**config.mk**
```make
export PLATFORM = sky130hd
export DESIGN_NAME = spi_cs_master
export DESIGN_NICKNAME = d
export VERILOG_FILES = /design/src/rtl/spi_cs_pkg.sv /design/src/rtl/spi_cs_timer.sv /design/src/rtl/spi_cs_shifter.sv /design/src/rtl/spi_cs_master.sv
export SDC_FILE = /design/constraint.sdc
export NUM_CORES = 1
export LEC_CHECK = 0
export CAP_MARGIN = 20
export CORE_AREA = 4 4 108 110
export DETAILED_ROUTE_END_ITERATION = 10
export DIE_AREA = 0 0 112 114
export GPL_TIMING_DRIVEN = 0
export HOLD_SLACK_MARGIN = 0.1
export PLACE_DENSITY_LB_ADDON = 0.25
export SLEW_MARGIN = 30
export SYNTH_ARGS = -nofsm -noshare
export SYNTH_HDL_FRONTEND = slang
export SYNTH_SLANG_ARGS = --single-unit
```
**constraint.sdc**
```tcl
create_clock -name clk -period 2.9 [get_ports clk]
set_input_delay 0.58 -clock clk [delete_from_list [all_inputs] [get_ports clk]]
set_output_delay 0.58 -clock clk [all_outputs]
set_load 0.01 [all_outputs]
```
**src/rtl/spi_cs_pkg.sv**
```systemverilog
package spi_cs_pkg;

    typedef enum logic [2:0] {
        ST_IDLE,
        ST_LEAD,
        ST_BIT,
        ST_GAP,
        ST_TAIL,
        ST_FIN
    } xfer_state_t;

endpackage

```
**src/rtl/spi_cs_timer.sv**
```systemverilog
module spi_cs_timer #(
    parameter int TW = 12
) (
    input  logic          clk,
    input  logic          rst_n,
    input  logic          load,
    input  logic [TW-1:0] load_val,
    output logic          zero
);

    logic [TW-1:0] cnt;

    always_ff @(posedge clk or negedge rst_n) begin
        if (!rst_n) begin
            cnt <= '0;
        end else if (load) begin
            cnt <= load_val;
        end else if (cnt != '0) begin
            cnt <= cnt - TW'(1);
        end
    end

    assign zero = (cnt == '0);

endmodule

```
**src/rtl/spi_cs_shifter.sv**
```systemverilog
module spi_cs_shifter #(
    parameter int DATA_W = 8
) (
    input  logic              clk,
    input  logic              rst_n,
    input  logic              cpha,
    input  logic              byte_load,
    input  logic              tick,
    input  logic [DATA_W-1:0] tx_byte,
    input  logic              miso,
    output logic              last_edge,
    output logic              mosi,
    output logic              tx_ready,
    output logic [DATA_W-1:0] rx_data,
    output logic              rx_valid
);

    localparam int EDGES = 2 * DATA_W;
    localparam int ECW   = $clog2(EDGES);

    logic [ECW-1:0]    ecnt;
    logic [DATA_W-1:0] sreg;
    logic [DATA_W-1:0] rx_sh;
    logic [DATA_W-1:0] rx_nxt;
    logic              sample;
    logic              drive;

    assign last_edge = (ecnt == ECW'(EDGES - 1));
    // even edge index = leading edge
    assign sample    = tick && (ecnt[0] == cpha);
    assign drive     = tick && (ecnt[0] != cpha) && !(!cpha && last_edge);
    assign rx_nxt    = sample ? {rx_sh[DATA_W-2:0], miso} : rx_sh;

    always_ff @(posedge clk or negedge rst_n) begin
        if (!rst_n) begin
            ecnt     <= '0;
            sreg     <= '0;
            rx_sh    <= '0;
            rx_data  <= '0;
            mosi     <= 1'b0;
            tx_ready <= 1'b0;
            rx_valid <= 1'b0;
        end else begin
            tx_ready <= byte_load;
            rx_valid <= tick && last_edge;
            if (byte_load) begin
                ecnt  <= '0;
                rx_sh <= '0;
                if (!cpha) begin
                    mosi <= tx_byte[DATA_W-1];
                    sreg <= {tx_byte[DATA_W-2:0], 1'b0};
                end else begin
                    sreg <= tx_byte;
                end
            end else if (tick) begin
                ecnt  <= ecnt + ECW'(1);
                rx_sh <= rx_nxt;
                if (drive) begin
                    mosi <= sreg[DATA_W-1];
                    sreg <= {sreg[DATA_W-2:0], 1'b0};
                end
                if (last_edge) begin
                    rx_data <= rx_nxt;
                end
            end
        end
    end

    AST_RXV_SINGLE: assert property (@(posedge clk) disable iff (!rst_n)
        rx_valid |=> !rx_valid);
    AST_LOAD_EXCLUSIVE: assert property (@(posedge clk) disable iff (!rst_n)
        !(byte_load && tick));
    AST_TXR_SINGLE: assert property (@(posedge clk) disable iff (!rst_n)
        tx_ready |=> !tx_ready);

endmodule

```
**src/rtl/spi_cs_master.sv**
```systemverilog
module spi_cs_master
    import spi_cs_pkg::*;
#(
    parameter int NCS       = 4,
    parameter int DATA_W    = 8,
    parameter int DIV_W     = 8,
    parameter int CNT_W     = 8,
    parameter int DLY_W     = 8,
    parameter int UNIT_CLKS = 4
) (
    input  logic              clk,
    input  logic              rst_n,
    input  logic              start,
    input  logic [DIV_W-1:0]  cfg_div,
    input  logic              cfg_cpol,
    input  logic              cfg_cpha,
    input  logic [CNT_W-1:0]  cfg_nbytes,
    input  logic [DLY_W-1:0]  cfg_lead_dly,
    input  logic [DLY_W-1:0]  cfg_gap_dly,
    input  logic [DLY_W-1:0]  cfg_tail_dly,
    input  logic [NCS-1:0]    cfg_cs_idle,
    input  logic [NCS-1:0]    cfg_cs_active,
    input  logic              cfg_release,
    input  logic [DATA_W-1:0] tx_data,
    output logic              tx_ready,
    output logic [DATA_W-1:0] rx_data,
    output logic              rx_valid,
    output logic              busy,
    output logic              done,
    output logic              sck_o,
    output logic              sck_oe,
    output logic              mosi_o,
    output logic              mosi_oe,
    input  logic              miso_i,
    output logic [NCS-1:0]    cs_o,
    output logic              cs_oe
);

    localparam int UW    = $clog2(UNIT_CLKS) + 1;
    localparam int SCL_W = DLY_W + UW;
    localparam int TW    = (SCL_W > DIV_W) ? SCL_W : DIV_W;

    xfer_state_t state, state_nx;

    logic [DIV_W-1:0] c_div;
    logic             c_cpha;
    logic [CNT_W-1:0] c_nbytes;
    logic [DLY_W-1:0] c_gap;
    logic [DLY_W-1:0] c_tail;
    logic [NCS-1:0]   c_idle;
    logic [NCS-1:0]   cs_q;
    logic             sck_q;
    logic             done_q;
    logic [CNT_W-1:0] bcnt;

    logic             tmr_load;
    logic [TW-1:0]    tmr_val;
    logic             tmr_zero;
    logic             byte_load;
    logic             sck_tick;
    logic             last_edge;
    logic             last_byte;

    function automatic logic [TW-1:0] to_clks(input logic [DLY_W-1:0] units);
        return TW'(units) * TW'(UNIT_CLKS);
    endfunction

    assign last_byte = (bcnt == c_nbytes - CNT_W'(1));

    spi_cs_timer #(.TW(TW)) u_timer (
        .clk      (clk),
        .rst_n    (rst_n),
        .load     (tmr_load),
        .load_val (tmr_val),
        .zero     (tmr_zero)
    );

    spi_cs_shifter #(.DATA_W(DATA_W)) u_shifter (
        .clk       (clk),
        .rst_n     (rst_n),
        .cpha      (c_cpha),
        .byte_load (byte_load),
        .tick      (sck_tick),
        .tx_byte   (tx_data),
        .miso      (miso_i),
        .last_edge (last_edge),
        .mosi      (mosi_o),
        .tx_ready  (tx_ready),
        .rx_data   (rx_data),
        .rx_valid  (rx_valid)
    );

    // next-state and timer control
    always_comb begin
        state_nx  = state;
        tmr_load  = 1'b0;
        tmr_val   = '0;
        byte_load = 1'b0;
        sck_tick  = 1'b0;
        unique case (state)
            ST_IDLE: begin
                if (start) begin
                    state_nx = ST_LEAD;
                    tmr_load = 1'b1;
                    tmr_val  = to_clks(cfg_lead_dly);
                end
            end
            ST_LEAD: begin
                if (tmr_zero) begin
                    tmr_load = 1'b1;
                    if (c_nbytes == '0) begin
                        state_nx = ST_TAIL;
                        tmr_val  = to_clks(c_tail);
                    end else begin
                        state_nx  = ST_BIT;
                        tmr_val   = TW'(c_div);
                        byte_load = 1'b1;
                    end
                end
            end
            ST_BIT: begin
                if (tmr_zero) begin
                    sck_tick = 1'b1;
                    tmr_load = 1'b1;
                    if (!last_edge) begin
                        tmr_val = TW'(c_div);
                    end else if (last_byte) begin
                        state_nx = ST_TAIL;
                        tmr_val  = to_clks(c_tail);
                    end else begin
                        state_nx = ST_GAP;
                        tmr_val  = to_clks(c_gap);
                    end
                end
            end
            ST_GAP: begin
                if (tmr_zero) begin
                    state_nx  = ST_BIT;
                    tmr_load  = 1'b1;
                    tmr_val   = TW'(c_div);
                    byte_load = 1'b1;
                end
            end
            ST_TAIL: begin
                if (tmr_zero) begin
                    state_nx = ST_FIN;
                end
            end
            ST_FIN: begin
                state_nx = ST_IDLE;
            end
            default: state_nx = ST_IDLE;
        endcase
    end

    // state register
    always_ff @(posedge clk or negedge rst_n) begin
        if (!rst_n) begin
            state <= ST_IDLE;
        end else begin
            state <= state_nx;
        end
    end

    // outputs and captured settings
    always_ff @(posedge clk or negedge rst_n) begin
        if (!rst_n) begin
            c_div    <= '0;
            c_cpha   <= 1'b0;
            c_nbytes <= '0;
            c_gap    <= '0;
            c_tail   <= '0;
            c_idle   <= '1;
            cs_q     <= '1;
            sck_q    <= 1'b0;
            done_q   <= 1'b0;
            bcnt     <= '0;
        end else begin
            done_q <= (state == ST_FIN);
            if (state == ST_IDLE) begin
                sck_q <= cfg_cpol;
                if (start) begin
                    c_div    <= cfg_div;
                    c_cpha   <= cfg_cpha;
                    c_nbytes <= cfg_nbytes;
                    c_gap    <= cfg_gap_dly;
                    c_tail   <= cfg_tail_dly;
                    c_idle   <= cfg_cs_idle;
                    cs_q     <= cfg_cs_active;
                    bcnt     <= '0;
                end else begin
                    cs_q <= cfg_cs_idle;
                end
            end else begin
                if (sck_tick) begin
                    sck_q <= ~sck_q;
                end
                if (sck_tick && last_edge) begin
                    bcnt <= bcnt + CNT_W'(1);
                end
                if (state == ST_FIN) begin
                    cs_q <= c_idle;
                end
            end
        end
    end

    assign busy    = (state != ST_IDLE);
    assign done    = done_q;
    assign sck_o   = sck_q;
    assign cs_o    = cs_q;
    assign sck_oe  = !(cfg_release && !busy);
    assign mosi_oe = sck_oe;
    assign cs_oe   = sck_oe;

    AST_DONE_ONE_CYCLE: assert property (@(posedge clk) disable iff (!rst_n)
        done |=> !done);
    AST_CS_STEADY: assert property (@(posedge clk) disable iff (!rst_n)
        (busy && $past(busy)) |-> $stable(cs_o));
    AST_DRIVERS_ON: assert property (@(posedge clk) disable iff (!rst_n)
        $rose(busy) |-> (sck_oe && mosi_oe && cs_oe));
    AST_SCK_REST: assert property (@(posedge clk) disable iff (!rst_n)
        ($past(rst_n) && !busy && $past(!busy) && $stable(cfg_cpol))
            |-> (sck_o == cfg_cpol));
    AST_DONE_IDLE: assert property (@(posedge clk) disable iff (!rst_n)
        done |-> !busy);

endmodule

```
==> metrics.md <==
| Metric | Value |
|---|---|
| Initial Utilization | 0.468 |
| Fillers | about 940 |
| Initial antenna violation count | 0 |
| RSZ-0062 raised after global routing | yes |
| CORE AREA | 10700 µm² |
| CP startpoint kind | flop |
| Total of max-cap violations | 0 |
| Final worst slack | -0.0531 ns |
| Vias in the first global route | 4571 |
| Yosys warning total | 0 |
| Tcrit/Tclk final | 1.02 |
| GRT overflow | 0 |
| Sequential element share of the synthesized area | 0.482 |
| Antenna-violating nets left | 0 |
| Global-route wire length before repair | between 20 and 25 mm |
| CP Data Required Time | 3.16 ns |
| Hold Vio Cnt, Final | 0 |
| Main combinational cell family by area after synthesis | simple AND/OR/NAND/NOR gates |
| Worst Tran Pin Value | 0.640 ns |
| Post-synth top area cell | dfrtp_1 |
| Post-synth top area share | 0.440 |
| Largest net degree at the start of global routing | 66 |
| CTS H-tree lvls | 3 |
| Crit path capture type | flop |
| Layout area overhead | 33.5% |
| Minimum clock period | 2.95 ns |
| Root Buffer | clkbuf_8 |
| Final setup viols | 7 |
| Full die area | approximately 13000 µm² |
| Synth Area in Compound Gates | 0.143 |
| Cts bufs inserted | 9 |
| Setup Skew | about 0.015 ns |
| GPL Wtd Cong | a little under 0.9 |
| Drt pass-1 iters | 5 |
| Synth Register Bits | 96 |
| Die X | 112 µm |
| Max-slew violation count | 0 |
| Prevailing post-synth register cell | dfrtp_1 |
| Status | finished, violations left |
| Synth top area cells | dfrtp_1, nand2_1, o21ai_0 |
| Simple-gate share of the synthesized area | 0.223 |
| Adder-cell share of the synthesized area | 0.0125 |
| Worst ir drop on vdd | between 200 and 300 µV |
| Synth Area per Inst | between 8 and 9 µm² |
| TritonCTS clock tree | built |
| Most common cell in the synthesized netlist | nand2_1 |
| Register area | 2410 µm² |
| Relative slew slack | 0.573 |
| Clock transition at path regs | ~0.10 ns |
| CP Class | flop to flop |
| Syn_nets | 629 |
| Multiplexer share of the synthesized area | 0.0777 |
| Pwr Density | 359 nW/µm² |
| Clock sink count | 96 |
| Synth Cell Area | 5010 µm² |
| Failing checks | setup timing |
| Syn Inst Count | 561 |
| Diode count | 0 |
| Final nets | 748 |
| Post-synth ARST share | 1.00 |
| DRC viols | 0 |
| Share of cells above drive strength 1 | 0.147 |
| Top post-synthesis cells by count | nand2_1, dfrtp_1, o21ai_0 |
| Core Rows | 38 |
| Max clock buf depth | 2 |
| Vias | 4577 |
| Crit-path max FO | 4 |
| Core Util, Final | 0.625 |
| Synth Area in XOR/XNOR | 0.0297 |
| Clk_lat worst skew | 0.37 ns |
| Routed WL per cell | 16.5 µm |
| Cell variety after synth | 57 |
| Hpwl dp | 9.46 mm |
| Final wirelength | 13.6 mm |
| Multi-input gate area | 2570 µm² |
| EDFF count, synth | 0 |
| DR vias/cell | 5.55 |
| PortBufs | 82 |
| Static leakage | 2.85 nW |
| Io pins | 84 |
| Pre-CTS setup slack | -0.475 ns |
| Hold Path Class | flop to flop |
| Die Ht | 114 µm |
| Fmax | 339 MHz |
| DR iter-0 viols | 261 |
| Overall Global Routing Usage | 0.215 |
| WP data arrival | 3.21 ns |
[path summary, 6_finish.rpt]
kind | depth (start not counted) | start | slack (ns) | to
max | 9 | u_timer.cnt[0] | -0.05 | u_shifter.sreg[4]
min | 2 | c_idle[2] | 0.46 | c_idle[2]
max reg2reg | 9 | u_timer.cnt[0] | -0.05 | u_shifter.sreg[4]
min reg2reg | 2 | c_idle[2] | 0.46 | c_idle[2]
max in group asynchronous | 3 | rst_n | 1.61 | u_timer.cnt[5]
min in group asynchronous | 2 | rst_n | 0.65 | c_gap[7]
[flip-flops by register name (all words and copies together), names as in the netlist, 3 cells and up]
name,cells
u_shifter.rx_data,8
state,3
cs_o,4
u_shifter.ecnt,4
c_tail,8
c_idle,4
u_timer.cnt,11
c_nbytes,8
u_shifter.sreg,8
bcnt,8
c_gap,8
c_div,8
u_shifter.rx_sh,8
[layer usage]
metal / global-route usage / routed length [µm]
met4: 0.0625 / 286
met1: 0.268 / 5780
met5: 0 / 0
met2: 0.374 / 6820
met3: 0.0520 / 704
[stage by stage]
stage / std cells / total power (W) / hold slack [ns] / area [µm²] / TNS, ns
after floorplan: 561 / 0.00137 / 0.284 / 5010 / -1.80
after global placement: 783 / 0.00149 / 0.450 / 6010 / -229.50
after detailed placement: 784 / 0.00150 / 0.454 / 6060 / -11.84
after CTS: 819 / 0.00242 / 0.468 / 6580 / -3.42
after global routing: 825 / 0.00250 / 0.493 / 6690 / -0.780
final: 825 / 0.00240 / 0.464 / 6690 / -0.270
[where the power goes]
part	switching (W)	total (W)	internal [W]
Combinational	0.0000479	0.000131	0.0000833
Clock	0.000482	0.000933	0.000451
Sequential	0	0.00134	0.00134
Total	0.000530	0.00240	0.00187
[what timing repair did]
| action | 4_1_cts | 5_1_grt |
|---|---|---|
| buffers inserted | 20 | 8 |
| cloned | 0 | 1 |
| hold buffers | 1 | 0 |
| endpoints found under the hold margin | 23 | 0 |
| pin swaps | 15 | 6 |
| setup endpoints to repair | 45 | 45 |
| resized for setup | 42 | 8 |
[kinds of logic after synthesis]
family | after synthesis
multiplexers | 37
AO/OA/AOI/OAI | 112
flip-flops | 96
buffers and inverters | 41
adder cells (fa/ha/maj) | 5
XOR/XNOR | 17
AND/OR/NAND/NOR | 253
[cells in the final DEF (no fill, tap or decap), drive strengths merged, types with 7 or more instances in the layout]
cell type / count
nor2: 42
inv: 10
clkdlybuf4s50: 81
dfstp: 8
xor2: 9
a22o: 9
xnor2: 8
o21ai: 47
clkbuf: 37
a21oi: 22
dfrtp: 88
mux2i: 22
nand3: 17
nor3: 13
mux2: 15
buf: 32
nand2: 144
nor4: 7
[worst max-delay path: stages (launching register included)]
cell,delay (ns)
dfrtp_1,0.42
inv_2,0.09
ha_4,0.12
or4b_4,0.46
or4_4,0.50
or3_4,0.43
buf_12,0.15
o22ai_4,0.19
clkbuf_16,0.19
mux2_4,0.29
[layout make-up]
type                       instances  share of cell area
timing repair buffer             112               0.173
multi-input combinational        424               0.384
clock inverter                     5             0.00898
inverter                           9             0.00505
sequential                        96               0.361
buffer                            28              0.0200
tap                              140              0.0262
clock buffer                      11              0.0226
(Power assumes the default switching activity.)
